**src/rtl/adc_seq_pkg.sv**
```systemverilog
package adc_seq_pkg;
  localparam int NUM_CH = 2;
  localparam int SEL_W  = 2;

  typedef enum logic [2:0] {
    ST_IDLE,
    ST_PWRUP,
    ST_SAMP0,
    ST_GAP,
    ST_SAMP1,
    ST_EVAL,
    ST_SLEEP
  } scan_state_e;

  function automatic logic [SEL_W-1:0] chan_code(input int ch);
    return SEL_W'(ch + 1);
  endfunction
endpackage

```
**src/rtl/adc_seq_timer.sv**
```systemverilog
module adc_seq_timer #(
  parameter int W = 12
) (
  input  logic         clk_i,
  input  logic         rst_ni,
  input  logic         load_i,
  input  logic [W-1:0] load_val_i,
  output logic         done_o
);
  logic [W-1:0] cnt_q;

  always_ff @(posedge clk_i or negedge rst_ni) begin
    if (!rst_ni)              cnt_q <= '0;
    else if (load_i)          cnt_q <= load_val_i;
    else if (cnt_q != '0)     cnt_q <= cnt_q - W'(1);
  end

  // last cycle of a phase; zero load behaves as one cycle
  assign done_o = (cnt_q <= W'(1));
endmodule

```
**src/rtl/adc_seq_lp_track.sv**
```systemverilog
module adc_seq_lp_track #(
  parameter int W = 8
) (
  input  logic         clk_i,
  input  logic         rst_ni,
  input  logic         clr_i,
  input  logic         eval_i,
  input  logic         hit_i,
  input  logic [W-1:0] thr_i,
  output logic         cont_o
);
  logic [W-1:0] cnt_q, cnt_inc;

  assign cnt_inc = (cnt_q == '1) ? cnt_q : cnt_q + W'(1);
  assign cont_o  = hit_i && (cnt_inc > thr_i);

  always_ff @(posedge clk_i or negedge rst_ni) begin
    if (!rst_ni)      cnt_q <= '0;
    else if (clr_i)   cnt_q <= '0;
    else if (eval_i)  cnt_q <= hit_i ? cnt_inc : '0;
  end
endmodule

```
**src/rtl/adc_seq_capture.sv**
```systemverilog
module adc_seq_capture #(
  parameter int              DATA_W = 10,
  parameter int              SEL_W  = 2,
  parameter logic [SEL_W-1:0] CODE  = 1
) (
  input  logic              clk_i,
  input  logic              rst_ni,
  input  logic [SEL_W-1:0]  sel_i,
  input  logic              valid_i,
  input  logic [DATA_W-1:0] data_i,
  output logic [DATA_W-1:0] val_o
);
  always_ff @(posedge clk_i or negedge rst_ni) begin
    if (!rst_ni)                        val_o <= '0;
    else if (valid_i && sel_i == CODE)  val_o <= data_i;
  end
endmodule

```
**src/rtl/adc_scan_seq.sv**
```systemverilog
module adc_scan_seq
  import adc_seq_pkg::*;
#(
  parameter int DATA_W  = 10,
  parameter int PWRUP_W = 8,
  parameter int WAKE_W  = 12,
  parameter int LP_W    = 8
) (
  input  logic              clk_i,
  input  logic              rst_ni,
  input  logic              enable_i,
  input  logic              lp_mode_i,
  input  logic [PWRUP_W-1:0] pwrup_time_i,
  input  logic [WAKE_W-1:0] wakeup_time_i,
  input  logic [LP_W-1:0]   lp_sample_cnt_i,
  input  logic              filter_hit_i,
  input  logic [DATA_W-1:0] adc_data_i,
  input  logic              adc_valid_i,
  output logic              adc_pd_o,
  output logic [1:0]        adc_sel_o,
  output logic [DATA_W-1:0] chn0_val_o,
  output logic [DATA_W-1:0] chn1_val_o
);
  localparam int TMR_W = (PWRUP_W > WAKE_W) ? PWRUP_W : WAKE_W;

  scan_state_e      state_q, state_d;
  logic             tmr_load, tmr_done, go_cont, lp_eval, lp_clr;
  logic [TMR_W-1:0] tmr_val;
  logic [DATA_W-1:0] val [NUM_CH];

  adc_seq_timer #(.W(TMR_W)) u_timer (
    .clk_i, .rst_ni,
    .load_i    (tmr_load),
    .load_val_i(tmr_val),
    .done_o    (tmr_done)
  );

  assign lp_eval = (state_q == ST_EVAL) && enable_i && lp_mode_i;
  assign lp_clr  = !enable_i || !lp_mode_i;

  adc_seq_lp_track #(.W(LP_W)) u_lp (
    .clk_i, .rst_ni,
    .clr_i (lp_clr),
    .eval_i(lp_eval),
    .hit_i (filter_hit_i),
    .thr_i (lp_sample_cnt_i),
    .cont_o(go_cont)
  );

  always_comb begin
    state_d  = state_q;
    tmr_load = 1'b0;
    tmr_val  = TMR_W'(pwrup_time_i);
    if (!enable_i) begin
      state_d = ST_IDLE;
    end else begin
      unique case (state_q)
        ST_IDLE: begin
          state_d  = ST_PWRUP;
          tmr_load = 1'b1;
        end
        ST_PWRUP: if (tmr_done) state_d = ST_SAMP0;
        ST_SAMP0: if (adc_valid_i) state_d = ST_GAP;
        ST_GAP:   state_d = ST_SAMP1;
        ST_SAMP1: if (adc_valid_i) state_d = ST_EVAL;
        ST_EVAL: begin
          if (!lp_mode_i || go_cont) begin
            state_d = ST_SAMP0;
          end else begin
            state_d  = ST_SLEEP;
            tmr_load = 1'b1;
            tmr_val  = TMR_W'(wakeup_time_i);
          end
        end
        ST_SLEEP: if (tmr_done) begin
          state_d  = ST_PWRUP;
          tmr_load = 1'b1;
        end
        default: state_d = ST_IDLE;
      endcase
    end
  end

  always_ff @(posedge clk_i or negedge rst_ni) begin
    if (!rst_ni) state_q <= ST_IDLE;
    else         state_q <= state_d;
  end

  always_comb begin
    unique case (state_q)
      ST_SAMP0: adc_sel_o = chan_code(0);
      ST_SAMP1: adc_sel_o = chan_code(1);
      default:  adc_sel_o = '0;
    endcase
  end

  assign adc_pd_o = (state_q == ST_IDLE) || (state_q == ST_SLEEP);

  for (genvar c = 0; c < NUM_CH; c++) begin : g_cap
    adc_seq_capture #(
      .DATA_W(DATA_W), .SEL_W(SEL_W), .CODE(chan_code(c))
    ) u_cap (
      .clk_i, .rst_ni,
      .sel_i  (adc_sel_o),
      .valid_i(adc_valid_i),
      .data_i (adc_data_i),
      .val_o  (val[c])
    );
  end

  assign chn0_val_o = val[0];
  assign chn1_val_o = val[1];
endmodule

```
**config.mk**
```make
export PLATFORM = sky130hd
export DESIGN_NAME = adc_scan_seq
export DESIGN_NICKNAME = d
export VERILOG_FILES = /design/src/rtl/adc_seq_pkg.sv /design/src/rtl/adc_seq_timer.sv /design/src/rtl/adc_seq_lp_track.sv /design/src/rtl/adc_seq_capture.sv /design/src/rtl/adc_scan_seq.sv
export SDC_FILE = /design/constraint.sdc
export NUM_CORES = 1
export LEC_CHECK = 0
export BUFFER_PORTS_ARGS = -buffer_cell sky130_fd_sc_hd__buf_4
export CAP_MARGIN = 20
export CELL_PAD_IN_SITES_DETAIL_PLACEMENT = 0
export CELL_PAD_IN_SITES_GLOBAL_PLACEMENT = 2
export CORE_MARGIN = 2
export CORE_UTILIZATION = 29
export CTS_CLUSTER_DIAMETER = 200
export CTS_CLUSTER_SIZE = 16
export DETAILED_ROUTE_END_ITERATION = 16
export GPL_ROUTABILITY_DRIVEN = 0
export PLACE_DENSITY_LB_ADDON = 0.1
export RECOVER_POWER = 25
export SYNTH_ARGS = -nofsm -noshare
export SYNTH_HDL_FRONTEND = slang
export SYNTH_SLANG_ARGS = --single-unit
```
**constraint.sdc**
```tcl
create_clock -name clk_i -period 2.7 [get_ports clk_i]
set_input_delay 0.675 -clock clk_i [delete_from_list [all_inputs] [get_ports clk_i]]
set_output_delay 0.675 -clock clk_i [all_outputs]
set_load 0.005 [all_outputs]
```
==> After elaboration in Yosys (flattened, before gate mapping) <==
Index checks and enable logic that the tools add are counted.
{ "totals": {"ff_bits": 43, "output_inout_bits": 23} }
{ "op_classes": {"add_sub_neg": 2, "n_lt_le_gt_ge": 2, "eq_ne": 13, "n_mux": 21, "reduce_logical": 15} }
{ "ops": {"columns": ["op", "count"], "rows": [
  ["$mux 12", 5],
  ["$mux 8", 4],
  ["$pmux 3 s7", 1],
  ["$mux 3", 6],
  ["$le 12x1->1 const B", 1],
  ["$ne 3x3->1 const B", 4],
  ["$reduce_bool 12->1", 1],
  ["$sub 12x1->12 const B", 1],
  ["$eq 3x3->1 const B", 3],
  ["$add 8x1->8 const B", 1],
  ["$eq 8x8->1 const B", 1],
  ["$gt 8x8->1", 1],
  ["$eq 3x2->1 const B", 2],
  ["$logic_and 1x1->1", 5],
  ["$pmux 2 s2", 1],
  ["$reduce_and 4->1", 1],
  ["$reduce_bool 2->1", 2],
  ["$eq 3x1->1 const B", 1],
  ["$logic_not 3->1", 1],
  ["$logic_or 1x1->1", 3],
  ["$mux 1", 3],
  ["$pmux 1 s3", 1],
  ["$eq 2x1->1 const B", 1],
  ["$eq 2x2->1 const B", 1],
  ["$logic_not 1->1", 2]
]} }

==> Depth between registers and ports, before layout <==
Gate-level depths: netlist (run 1).
{ "depth": {"ltp_word": 9, "ltp_mapped": 14} }

==> Modules after synthesis <==
From an unflattened synthesis (run 1), not the netlist that was laid out.
{ "hier_totals": {"cells_unflattened": 282, "hier_area_um2": 2939.1} }
{ "modules_own_cells": {"columns": ["module", "n_inst", "cells_per_inst", "area_per_inst_um2", "seq_area_each_um2"], "rows": [
  ["adc_seq_lp_track", 1, 102, 864.6, 200.2],
  ["adc_seq_capture", 2, 22, 431.7, 250.2],
  ["adc_seq_timer", 1, 85, 773.2, 300.3],
  ["adc_scan_seq", 1, 51, 437.9, 75.1]
]} }

==> Least setup slack after synthesis (run 1) <==
Ideal clock, no wire load.
{ "synth_path": {"path_kind": "reg-to-reg", "startpoint": "register u_lp.cnt_q[3]", "endpoint": "register u_timer.cnt_q[0]", "setup_ns": 0.095, "arrival_ns": 2.883, "setup_slack_ns": -0.278, "stages_incl_launch_ff": 15, "cell_sequence": "dfrtp_1 > clkbuf_1 > and4_1 > a31oi_1 > and3_1 > xor2_1 > ha_1 > a211oi_1 > nor2_1 > nor4bb_1 > o21a_1 > buf_2 > buf_4 > a22oi_1 > o31ai_1"} }
{ "synth_via": {"elab_chain_cells": 9, "elab_cells_between_ends": 14, "classes_between": "add/sub (1); order compare (1); eq/ne (1); mux (8); reduce/logical (3)"} }
{ "synth_lines": {"columns": ["element", "line", "rtl"], "rows": [
  ["start, declared", "adc_seq_lp_track.sv:12", "logic [W-1:0] cnt_q, cnt_inc;"],
  ["start signal, assigned", "adc_seq_lp_track.sv:20", "else if (eval_i) cnt_q <= hit_i ? cnt_inc : '0;"],
  ["$add 8x1->8 or $eq 8x8->1 (tied branches)", "adc_seq_lp_track.sv:14", "assign cnt_inc = (cnt_q == '1) ? cnt_q : cnt_q + W'(1);"],
  ["$mux 8 (*)", "adc_seq_lp_track.sv:14", null],
  ["$gt 8x8->1 (*)", "adc_seq_lp_track.sv:15", "assign cont_o = hit_i && (cnt_inc > thr_i);"],
  ["$logic_and 1x1->1 (*)", "adc_seq_lp_track.sv:15", null],
  ["$logic_or 1x1->1 (*)", "adc_scan_seq.sv:67", "if (!lp_mode_i || go_cont) begin"],
  ["$mux 1 or $mux 12 (tied branches)", "adc_scan_seq.sv:67", null],
  ["$pmux 1 s3 or $mux 12 (tied branches)", "adc_scan_seq.sv:57", "unique case (state_q)"],
  ["$mux 1 or $mux 12 (tied branches)", "adc_scan_seq.sv:54", "if (!enable_i) begin"],
  ["$mux 12 or $reduce_bool 2->1 (tied branches)", null, null],
  ["end signal, assigned", "adc_seq_timer.sv:14", "else if (load_i) cnt_q <= load_val_i;"],
  ["end signal, assigned", "adc_seq_timer.sv:15", "else if (cnt_q != '0) cnt_q <= cnt_q - W'(1);"],
  ["end, declared", "adc_seq_timer.sv:10", "logic [W-1:0] cnt_q;"]
]} }
Mark *: on every way between the ends. The rest lies on a longest branch, timed or not.
A chain may end at the register's enable or synchronous reset.

==> Final worst setup path (run 1) <==
{ "layout_path": {"startpoint": "register u_lp.cnt_q[6]", "endpoint": "register u_timer.cnt_q[7]"} }
The elaborated chain is that of the path after synthesis.

==> results_dict.tcl, run 1 <==
set metrics [dict create \
    status "complete, but fails checks" \
    violations "negative setup slack" \
    wl_per_cell_um 15.0 \
    synth-seq-cells 43 \
    cts_tree "yes" \
    stdcell_count 459 \
    startpoint "u_lp.cnt_q[6]" \
    cts_hold_buffers 0 \
    synth.avg_cell_area_um2 9.95 \
    yosys-top-cells-area "dfrtp_1 42%, mux2_2 8.9%, ha_1 5.4%" \
    vias 2239 \
    area_growth_pct 41.9 \
    holdWs_ns 0.503 \
    critPathRequiredTime_ns 2.91 \
    worstReg2RegStart "u_lp.cnt_q[6]" \
    coreArea_um2 8590 \
    setup_slack_ns -0.0332 \
    drive_gt1_frac 0.433 \
    path_delay_family "simple AND/OR/NAND/NOR gates" \
    dp_hpwl_mm 5.08 \
    firstDrtPassIters 4 \
    ir_drop_uv 228 \
    io_buffers 66 \
    cp_data_arrival_time_ns 2.94 \
    tightest_slew_ns 1.12 \
    fp.dieW_um 97.5 \
    crit_slowest_cell "dfrtp_1" \
    drv_slew 0 \
    detail-route-antenna-nets 0 \
    min_path_type "register to register" \
    synth_xor_area_frac 0.0345 \
    drt-total-wl_mm 6.89 \
    max_stage_delay_ns 0.37 \
    p_leak_nw 1.74 \
    clock-sinks 43 \
    grt_usage 0.152 \
    synthAdderAreaFrac 0.0582 \
    synth_top_family_by_area "simple AND/OR/NAND/NOR gates" \
    power.density_nw_per_um2 473 \
    cts-root-buf "clkbuf_8" \
    antenna_cells 0 \
    ys_warn_count 0 \
    start_util 0.295 \
    clk_latency_ns 0.31 \
    synthCells 255 \
    synth_area_um2 2540 \
    antenna_found_initial 0 \
    cap_violations 0 \
    power_mw 1.70 \
    synthMuxAreaShare 0.102 \
    hold_viol 0 \
    grt_first_pass_wirelength_mm 11.6 \
    remaining_drc_errors 0 \
    pre_cts_slack_ns -0.176 \
    startpoint_type "register" \
    clockBufferDepth 2 \
    setup_viol 3 \
    cp_common_cell "buf_4" \
    synthSimpleGateAreaFrac 0.176 \
    grt_pass1_vias 2366 \
    path_cells "and4_4 > nand4_1 > mux2_4 > ha_4 > nor2b_1 > o211ai_1 > nor4bb_2 > o21a_2 > buf_4 > buf_4 > a221oi_2" \
    cp-end-kind "register" \
    h-tree-depth 2 \
    synth-edff-count 0 \
    cts_buffers 5 \
    die-area_um2 9510 \
    rows 34 \
    ys_top_cells_by_count "43 x dfrtp_1, 25 x nor2_1, 21 x nand2_1, 20 x mux2_2, 13 x inv_1" \
    yosysTopAreaCell "dfrtp_1" \
    dp.cells 445 \
    relSlewSlack 0.251 \
    vias_per_cell 4.88 \
    io_pins 67 \
    ys_seq_area_frac 0.424 \
    utilization 0.419 \
    grt_overflow 0 \
    die_y_um 97.5 \
    clkTransAtPathRegs_ns 0.09 \
    min_from "g_cap[0].u_cap.val_o[6]" \
    synth_nets 310 \
    yosysMostFrequentCell "dfrtp_1" \
    ys.flop_type "dfrtp_1" \
    critPathKind "register to register" \
    fmax_mhz 366 \
    synth_top_cell_area_share 0.424 \
    crit_buf_inv 2 \
    synth_cell_types 54 \
    synth_compound_area_frac 0.168 \
    nNetsFinal 405 \
    grt_max_degree 44 \
    cp_max_fo 7 \
    drtIter0Drc 44 \
    nFillCells 885 \
    final.period_utilization 1.01 \
    layout_min_cycle_time_ns 2.73 \
    worst_clock_skew_ns 0.0138 \
    rsz0062_at_grt "true" \
    ys_async_sr_fraction 1.00 \
]
==> per-stage QoR <==
stage / cell area, um^2 / TNS [ns]
after global placement: 3330 / -0.526
after floorplan: 2570 / 0
final: 3600 / -0.0831
after global routing: 3600 / -1.69
after detailed placement: 3330 / -1.51
after CTS: 3520 / -0.474
==> per-layer routing <==
| layer | GRT usage | part of all wire | vias to the layer above |
|---|---|---|---|
| li1 | - | - | 1112 |
| met1 | 0.184 | 0.44 | 1084 |
| met2 | 0.271 | 0.51 | 37 |
| met3 | 0.0381 | 0.035 | 6 |
| met4 | 0.0321 | 0.0089 | 0 |
| met5 | 0 | 0 | - |
==> cells in the final DEF, fill, tap and decap left out, drive strengths merged, types with 3 or more instances in the layout <==
master and n:
a21oi 12, a221oi 3, a22oi 4, and3 3, buf 95, clkbuf 6, dfrtp 43, ha 11
inv 15, mux2 22, nand2 21, nand2b 5, nand3 5, nand3b 3, nand4 4, nor2 27
nor2b 4, nor3 4, nor4 3, o21a 5, o21ai 14, o31ai 6, xnor2 4, xor2 6
==> area by class of cell <==
class | count | area, um^2 | share of cell area
Clock buffer | 5 | 68.8 | 0.0191
Clock inverter | 3 | 46.3 | 0.0129
Inverter | 14 | 52.6 | 0.0146
Multi-Input combinational cell | 190 | 1490 | 0.415
Sequential cell | 43 | 1080 | 0.299
Tap cell | 108 | 135 | 0.0376
Timing Repair Buffer | 96 | 726 | 0.202
==> worst paths after layout <==
kind                                      endpoint  slack (ns)  depth (start not counted)
setup / recovery                  u_timer.cnt_q[7]       -0.03                         11
hold / removal             g_cap[0].u_cap.val_o[6]        0.50                          1
setup reg to reg                  u_timer.cnt_q[7]       -0.03                         11
hold reg to reg            g_cap[0].u_cap.val_o[6]        0.50                          1
max in group asynchronous            u_lp.cnt_q[0]        1.37                          1
min in group asynchronous        u_timer.cnt_q[10]        0.57                          1
==> logic make-up after synthesis <==
family                     Yosys count
AOI/OAI and AO/OA                   60
DFF                                 43
muxes                               23
and+or+nand+nor                     85
xor gates and xnor gates            10
buffers and inverters               22
adders and majority gates           12
==> worst reg2reg max path: stages (launching register included) <==
cell	delay, ns
dfrtp_1	0.37
and4_4	0.27
nand4_1	0.17
mux2_4	0.35
ha_4	0.27
nor2b_1	0.12
o211ai_1	0.12
nor4bb_2	0.19
o21a_2	0.27
buf_4	0.15
buf_4	0.13
a221oi_2	0.24
==> state kept, by name, summed over array words and instances, names as in the netlist <==
register           cells
g_cap.u_cap.val_o     20
state_q                3
u_lp.cnt_q             8
u_timer.cnt_q         12
==> power breakdown <==
group | switching (mW) | leakage, nW | internal (mW)
sequential | 0.0794 | 0.578 | 0.713
combinational | 0.174 | 1.11 | 0.200
clock | 0.255 | 0.0548 | 0.279
==> repair_timing <==
item	CTS	global route
setup buffers	5	2
pin swaps	10	7
resized for setup	7	13
endpoints found under the setup margin	12	13
Power figures use the tool's default switching activity.
==> run 2, diff against run 1 <==
--- a/config.mk
+++ b/config.mk
@@ -9,6 +9,7 @@
 export CAP_MARGIN = 20
 export CELL_PAD_IN_SITES_DETAIL_PLACEMENT = 0
 export CELL_PAD_IN_SITES_GLOBAL_PLACEMENT = 2
+export CORE_ASPECT_RATIO = 1.5
 export CORE_MARGIN = 2
 export CORE_UTILIZATION = 29
 export CTS_CLUSTER_DIAMETER = 200
==> run 2 against run 1 <==
  * The flow now finishes without violations
  * Combinational power increased by 5.6%
  * Via count is 0.45% higher
  * Critical path depth increased by 1
==> results_dict.tcl, run 2 (synthesis gave the netlist of run 1 again) <==
set metrics [dict create \
    hold_path_depth 1 \
    setup_viol 0 \
    largestRegisters "g_cap.u_cap.val_o x20, u_timer.cnt_q x12, u_lp.cnt_q x8" \
    postPlaceCellArea_um2 3330 \
    firstDrtPassIters 4 \
    nFillCells 885 \
    layout_common_cells "92 x buf_4, 42 x dfrtp_1, 24 x nor2_1, 21 x nand2_1, 19 x mux2_2" \
    setup_slack_ns 0.0170 \
    grt_max_degree 44 \
    tightest_slew_ns 1.14 \
    vias_per_cell 4.91 \
    cp_max_fo 4 \
    antenna_found_initial 0 \
    grt_overflow 0 \
    utilization 0.426 \
    drt-total-wl_mm 7.35 \
    r2r-end "u_timer.cnt_q[3]" \
    cts_buffers 5 \
    stdcell_count 458 \
    drtIter0Drc 57 \
    cp-end-kind "register" \
    rows 41 \
    h-tree-depth 2 \
    largest_reg_flops 20 \
    clk_latency_ns 0.29 \
    grt_first_pass_wirelength_mm 12.2 \
    clock-sinks 43 \
    grt_usage 0.166 \
    die_y_um 119 \
    clockBufferDepth 2 \
    io_pins 67 \
    clkTransAtPathRegs_ns 0.06 \
    final.period_utilization 0.994 \
    ir_drop_uv 230 \
    ff2ff_setup_slack_ns 0.02 \
    hold_end "g_cap[0].u_cap.val_o[6]" \
    power.density_nw_per_um2 497 \
    antenna_cells 0 \
    nNetsFinal 405 \
    start_util 0.300 \
    drv_slew 0 \
    layout_commonest_cell "buf_4" \
    hold_viol 0 \
    rsz0062_at_grt "true" \
    regMostFlops "g_cap.u_cap.val_o" \
    critPathKind "register to register" \
    cts_hold_buffers 0 \
    relSlewSlack 0.237 \
    io_buffers 66 \
    worst_clock_skew_ns 0.00408 \
    fp.dieW_um 80.4 \
    coreArea_um2 8460 \
    worstReg2RegStart "u_lp.cnt_q[3]" \
    drive_gt1_frac 0.427 \
    layout_min_cycle_time_ns 2.68 \
    area_growth_pct 42.1 \
    cts-root-buf "clkbuf_16" \
    worstRegToRegCells 12 \
    pre_cts_slack_ns -0.125 \
    die-area_um2 9520 \
    remaining_drc_errors 0 \
    cap_violations 0 \
    cp_data_arrival_time_ns 2.88 \
    detail-route-antenna-nets 0 \
    wl_per_cell_um 16.0 \
    min_from "g_cap[0].u_cap.val_o[6]" \
    status "finished, final reports clean" \
    vias 2249 \
    finalInstanceArea_um2 3600 \
    cts_tree "yes" \
    fmax_mhz 373 \
    startpoint_type "register" \
    p_leak_nw 1.76 \
    critPathRequiredTime_ns 2.90 \
    min_path_type "register to register" \
    dp_hpwl_mm 5.69 \
    dp.cells 445 \
    grt_pass1_vias 2399 \
]
==> run 2: changes by cell type in the layout (fill, tap and decap cells not counted), sizes merged <==
| cell | previous run | this run |
|---|---|---|
| bufinv | 1 | 0 |
| clkbuf | 6 | 7 |
| clkinv | 0 | 1 |
| inv | 15 | 14 |
==> run 2: report_power, final <==
| group | switching [mW] | leakage (nW) | internal [mW] |
|---|---|---|---|
| Combinational | 0.187 | 1.11 | 0.208 |
| Clock | 0.258 | 0.0669 | 0.342 |
| Sequential | 0.0828 | 0.578 | 0.715 |
| Total | 0.528 | 1.76 | 1.26 |
==> run 2: final cells by class <==
| cell class | count | area, um^2 | share of cell area |
|---|---|---|---|
| multi-input cells | 190 | 1470 | 0.408 |
| flip-flops and latches | 43 | 1080 | 0.299 |
| repair buffers | 96 | 729 | 0.202 |
| well taps | 107 | 134 | 0.0372 |
| clock buffers | 6 | 129 | 0.0358 |
| inverters | 14 | 52.6 | 0.0146 |
| clock inverters | 2 | 12.5 | 0.00347 |
==> run 2: worst max-delay path, cell delays in order (launching register included) <==
cell and delay, ns:
dfrtp_1 0.38, and4_4 0.22, a31oi_4 0.18, and3_4 0.20, xor2_1 0.14, ha_1 0.27
a211oi_2 0.24, nor2_2 0.08, nor4bb_2 0.27, o21a_2 0.22, buf_6 0.12, nor2_2 0.05
a221oi_2 0.23
==> run 2: timing repair <==
item	in CTS	in global routing
buffers inserted	3	2
endpoints found under the setup margin	12	13
resized for setup	10	11
pin swaps	7	9
==> run 2: routing by layer <==
metal  GRT usage  vias to the layer above  wire length [um]
li1            -                     1108                 -
met1       0.185                     1100              2840
met2       0.313                       34              4200
met3      0.0282                        7               213
met4      0.0477                        0                89
met5           0                        -                 0
==> run 2: per-stage QoR <==
stage	hold slack, ns	TNS, ns	total power [mW]
3_5_place_dp	0.490	-0.872	1.20
2_1_floorplan	0.379	0	1.01
5_1_grt	0.521	-1.36	1.90
3_3_place_gp	0.472	-0.355	1.19
6_report	0.497	0	1.79
4_1_cts	0.408	0	1.82
==> run 2: worst max-delay path by stage <==
stage	startpoint	endpoint	cells after the start	slack (ns)
2_1_floorplan	u_lp.cnt_q[3]	u_timer.cnt_q[7]	12	0.004
3_3_place_gp	u_lp.cnt_q[0]	u_timer.cnt_q[7]	12	-0.07
3_5_place_dp	u_lp.cnt_q[0]	u_timer.cnt_q[7]	12	-0.12
4_1_cts	u_lp.cnt_q[3]	u_timer.cnt_q[3]	12	0.001
5_1_grt	u_lp.cnt_q[6]	u_timer.cnt_q[4]	12	-0.14
6_report	u_lp.cnt_q[3]	u_timer.cnt_q[3]	12	0.02
==> run 3, diff against run 2 <==
--- a/config.mk
+++ b/config.mk
@@ -5,13 +5,14 @@
 export SDC_FILE = /design/constraint.sdc
 export NUM_CORES = 1
 export LEC_CHECK = 0
+export ABC_AREA = 1
 export BUFFER_PORTS_ARGS = -buffer_cell sky130_fd_sc_hd__buf_4
 export CAP_MARGIN = 20
 export CELL_PAD_IN_SITES_DETAIL_PLACEMENT = 0
 export CELL_PAD_IN_SITES_GLOBAL_PLACEMENT = 2
 export CORE_ASPECT_RATIO = 1.5
 export CORE_MARGIN = 2
-export CORE_UTILIZATION = 29
+export CORE_UTILIZATION = 27
 export CTS_CLUSTER_DIAMETER = 200
 export CTS_CLUSTER_SIZE = 16
 export DETAILED_ROUTE_END_ITERATION = 16
==> run 3 against run 2 <==
  * The run now ends with negative setup slack left
  * Cell count increased by 23%
  * Die area increased by 12%
  * Routed wire length increased by 2.0%
  * Utilization decreased by 1.5 points
  * Design area increased by 9.7%
  * Global-route usage decreased by 2.2 points
  * First-iteration DRC count increased by 30%
  * Critical path type unchanged
  * Largest power group is now combinational logic
  * Highest routed layer unchanged
==> results_dict.tcl, run 3 <==
set metrics [dict create \
    drv_slew 0 \
    yosysMostFrequentCell "nand2_1" \
    h-tree-depth 2 \
    detail-route-antenna-nets 0 \
    crit_buf_inv 4 \
    antenna_found_initial 0 \
    die_y_um 125 \
    ys_async_sr_fraction 1.00 \
    fmax_mhz 358 \
    hold_viol 0 \
    grt_overflow 0 \
    rows 44 \
    cts_hold_buffers 0 \
    cp_common_cell "nand2_2" \
    tightest_slew_ns 1.13 \
    cp-end-kind "register" \
    cts_buffers 5 \
    vias 2517 \
    io_pins 67 \
    coreArea_um2 9630 \
    layout_commonest_cell "buf_4" \
    largestRegisters "g_cap.u_cap.val_o x20, u_timer.cnt_q x12, u_lp.cnt_q x8" \
    synth-seq-cells 43 \
    nFillCells 1013 \
    die-area_um2 10700 \
    setup_viol 10 \
    gr-max-usage-layer "met2" \
    ys_warn_count 0 \
    synth.avg_cell_area_um2 7.58 \
    drt-total-wl_mm 7.49 \
    utilization 0.410 \
    dp_hpwl_mm 5.61 \
    ys_seq_area_frac 0.405 \
    fp.dieW_um 85.0 \
    ff_latch_area_um2 1080 \
    largest_reg_flops 20 \
    relSlewSlack 0.245 \
    critPathKind "register to register" \
    met1_usage 0.150 \
    layout_min_cycle_time_ns 2.80 \
    rsz0062_at_grt "true" \
    clkTransAtPathRegs_ns 0.06 \
    grt_first_pass_wirelength_mm 12.2 \
    stdcell_count 562 \
    cap_violations 0 \
    cts_tree "yes" \
    dp.cells 541 \
    setup_slack_ns -0.0955 \
    min_path_type "register to register" \
    drtIter0Drc 74 \
    critPathRequiredTime_ns 2.88 \
    path_cells "ha_2 > nand2_2 > inv_2 > nand3_4 > nor3_4 > nand2_4 > nand2_2 > xor2_2 > inv_2 > ha_4 > nand2_2 > nor2_4 > nand2_1 > nand2_2 > nand2_4 > nand2_4 > a21oi_4 > buf_12 > buf_6 > a21oi_2 > nor2_1" \
    clockBufferDepth 2 \
    max_stage_delay_ns 0.36 \
    ir_drop_uv 407 \
    crit_slowest_cell "dfrtp_1" \
    status "complete, but fails checks" \
    p_leak_nw 2.08 \
    antenna_cells 0 \
    vias_per_cell 4.48 \
    clock-sinks 43 \
    regMostFlops "g_cap.u_cap.val_o" \
    yosys-top-cells-area "dfrtp_1 41%, nand2_1 13%, inv_1 8.5%" \
    grt_max_degree 44 \
    path_delay_family "simple AND/OR/NAND/NOR gates" \
    synth_area_um2 2650 \
    synthCells 350 \
    finalInstanceArea_um2 3950 \
    ys_top_cells_by_count "95 x nand2_1, 60 x inv_1, 43 x dfrtp_1, 34 x o21ai_0" \
    synth_top_cell_area_share 0.405 \
    synth-edff-count 0 \
    startpoint_type "register" \
    yosysTopAreaCell "dfrtp_1" \
    power.density_nw_per_um2 808 \
    layout_common_cells "84 x buf_4, 79 x nand2_1, 57 x inv_1, 43 x dfrtp_1, 32 x o21ai_0" \
    area_growth_pct 49.0 \
    cp_data_arrival_time_ns 2.97 \
    violations "negative setup slack" \
    ys.flop_type "dfrtp_1" \
    synth_nets 405 \
    synth_cell_types 33 \
    groute.layer.met3.usage 0.0277 \
    drive_gt1_frac 0.398 \
    final.period_utilization 1.04 \
    io_buffers 66 \
    nNetsFinal 501 \
    grt_usage 0.145 \
    remaining_drc_errors 0 \
    gr-usage-met2 0.289 \
    grt_pass1_vias 2587 \
    multi_input_area_um2 1530 \
    clk_latency_ns 0.28 \
    pre_cts_slack_ns -0.195 \
    postPlaceCellArea_um2 3380 \
    worst_clock_skew_ns 0.00463 \
    cp_max_fo 7 \
    wl_per_cell_um 13.3 \
    start_util 0.275 \
    cts-root-buf "clkbuf_16" \
    firstDrtPassIters 4 \
]
## run 3: layout make-up
class | instances | area share
Timing Repair Buffer | 94 | 0.194
Tap cell | 115 | 0.0364
Multi-Input combinational cell | 236 | 0.386
Clock buffer | 5 | 0.0316
Sequential cell | 43 | 0.272
Clock inverter | 3 | 0.0171
Inverter | 66 | 0.0633
## run 3: where the power goes
part	switching (mW)	leakage (nW)	internal, mW
logic	0.708	1.44	0.626
clock network	0.263	0.0900	0.530
registers	0.179	0.549	0.890
total	1.15	2.08	2.05
## run 3: path summary, 6_finish.rpt
| kind | from | end | slack (ns) | cells past startpoint |
|---|---|---|---|---|
| setup / recovery | u_lp.cnt_q[0] | u_timer.cnt_q[4] | -0.1 | 21 |
| hold / removal | g_cap[0].u_cap.val_o[2] | g_cap[0].u_cap.val_o[2] | 0.48 | 2 |
| setup reg to reg | u_lp.cnt_q[0] | u_timer.cnt_q[4] | -0.1 | 21 |
| hold reg to reg | g_cap[0].u_cap.val_o[2] | g_cap[0].u_cap.val_o[2] | 0.48 | 2 |
| max in group asynchronous | rst_ni | u_lp.cnt_q[4] | 1.41 | 1 |
| min in group asynchronous | rst_ni | u_timer.cnt_q[11] | 0.60 | 1 |
## run 3: repair_timing
| item | CTS | global route |
|---|---|---|
| setup endpoints to repair | 12 | 13 |
| gates cloned | 2 | 0 |
| gates resized for setup | 24 | 43 |
| pin swaps | 6 | 18 |
| buffers inserted | 8 | 3 |
## run 3: stage by stage
stage	hold WS, ns	power (mW)	TNS [ns]
2_1_floorplan	0.379	1.79	0
3_3_place_gp	0.468	2.28	-0.793
3_5_place_dp	0.475	2.28	-1.25
4_1_cts	0.411	3.16	-0.404
5_1_grt	0.507	3.46	-2.60
6_report	0.485	3.20	-0.374
## run 3: worst register-to-register path, delay by kind of cell (launching register included)
| family | cells | cell delay [ns] |
|---|---|---|
| buf+inv | 4 | 0.38 |
| simple gates | 12 | 1.14 |
| xor+xnor | 1 | 0.17 |
| fa+ha+maj | 2 | 0.46 |
| compound gates | 2 | 0.17 |
| flops | 1 | 0.36 |
## run 3: routing by layer
| layer | wire (um) | vias up |
|---|---|---|
| met5 | 0 | - |
| met4 | 73 | 0 |
| met3 | 244 | 6 |
| met2 | 4430 | 36 |
| met1 | 2740 | 1188 |
| li1 | - | 1287 |
## run 3: kinds of logic after synthesis
| family | count (synthesis) | share of synthesized area |
|---|---|---|
| DFF | 43 | 0.405 |
| xor gates and xnor gates | 10 | 0.0330 |
| buffers and inverters | 72 | 0.107 |
| adders and majority gates | 11 | 0.0519 |
| AOI/OAI and AO/OA | 61 | 0.129 |
| and+or+nand+nor | 153 | 0.273 |
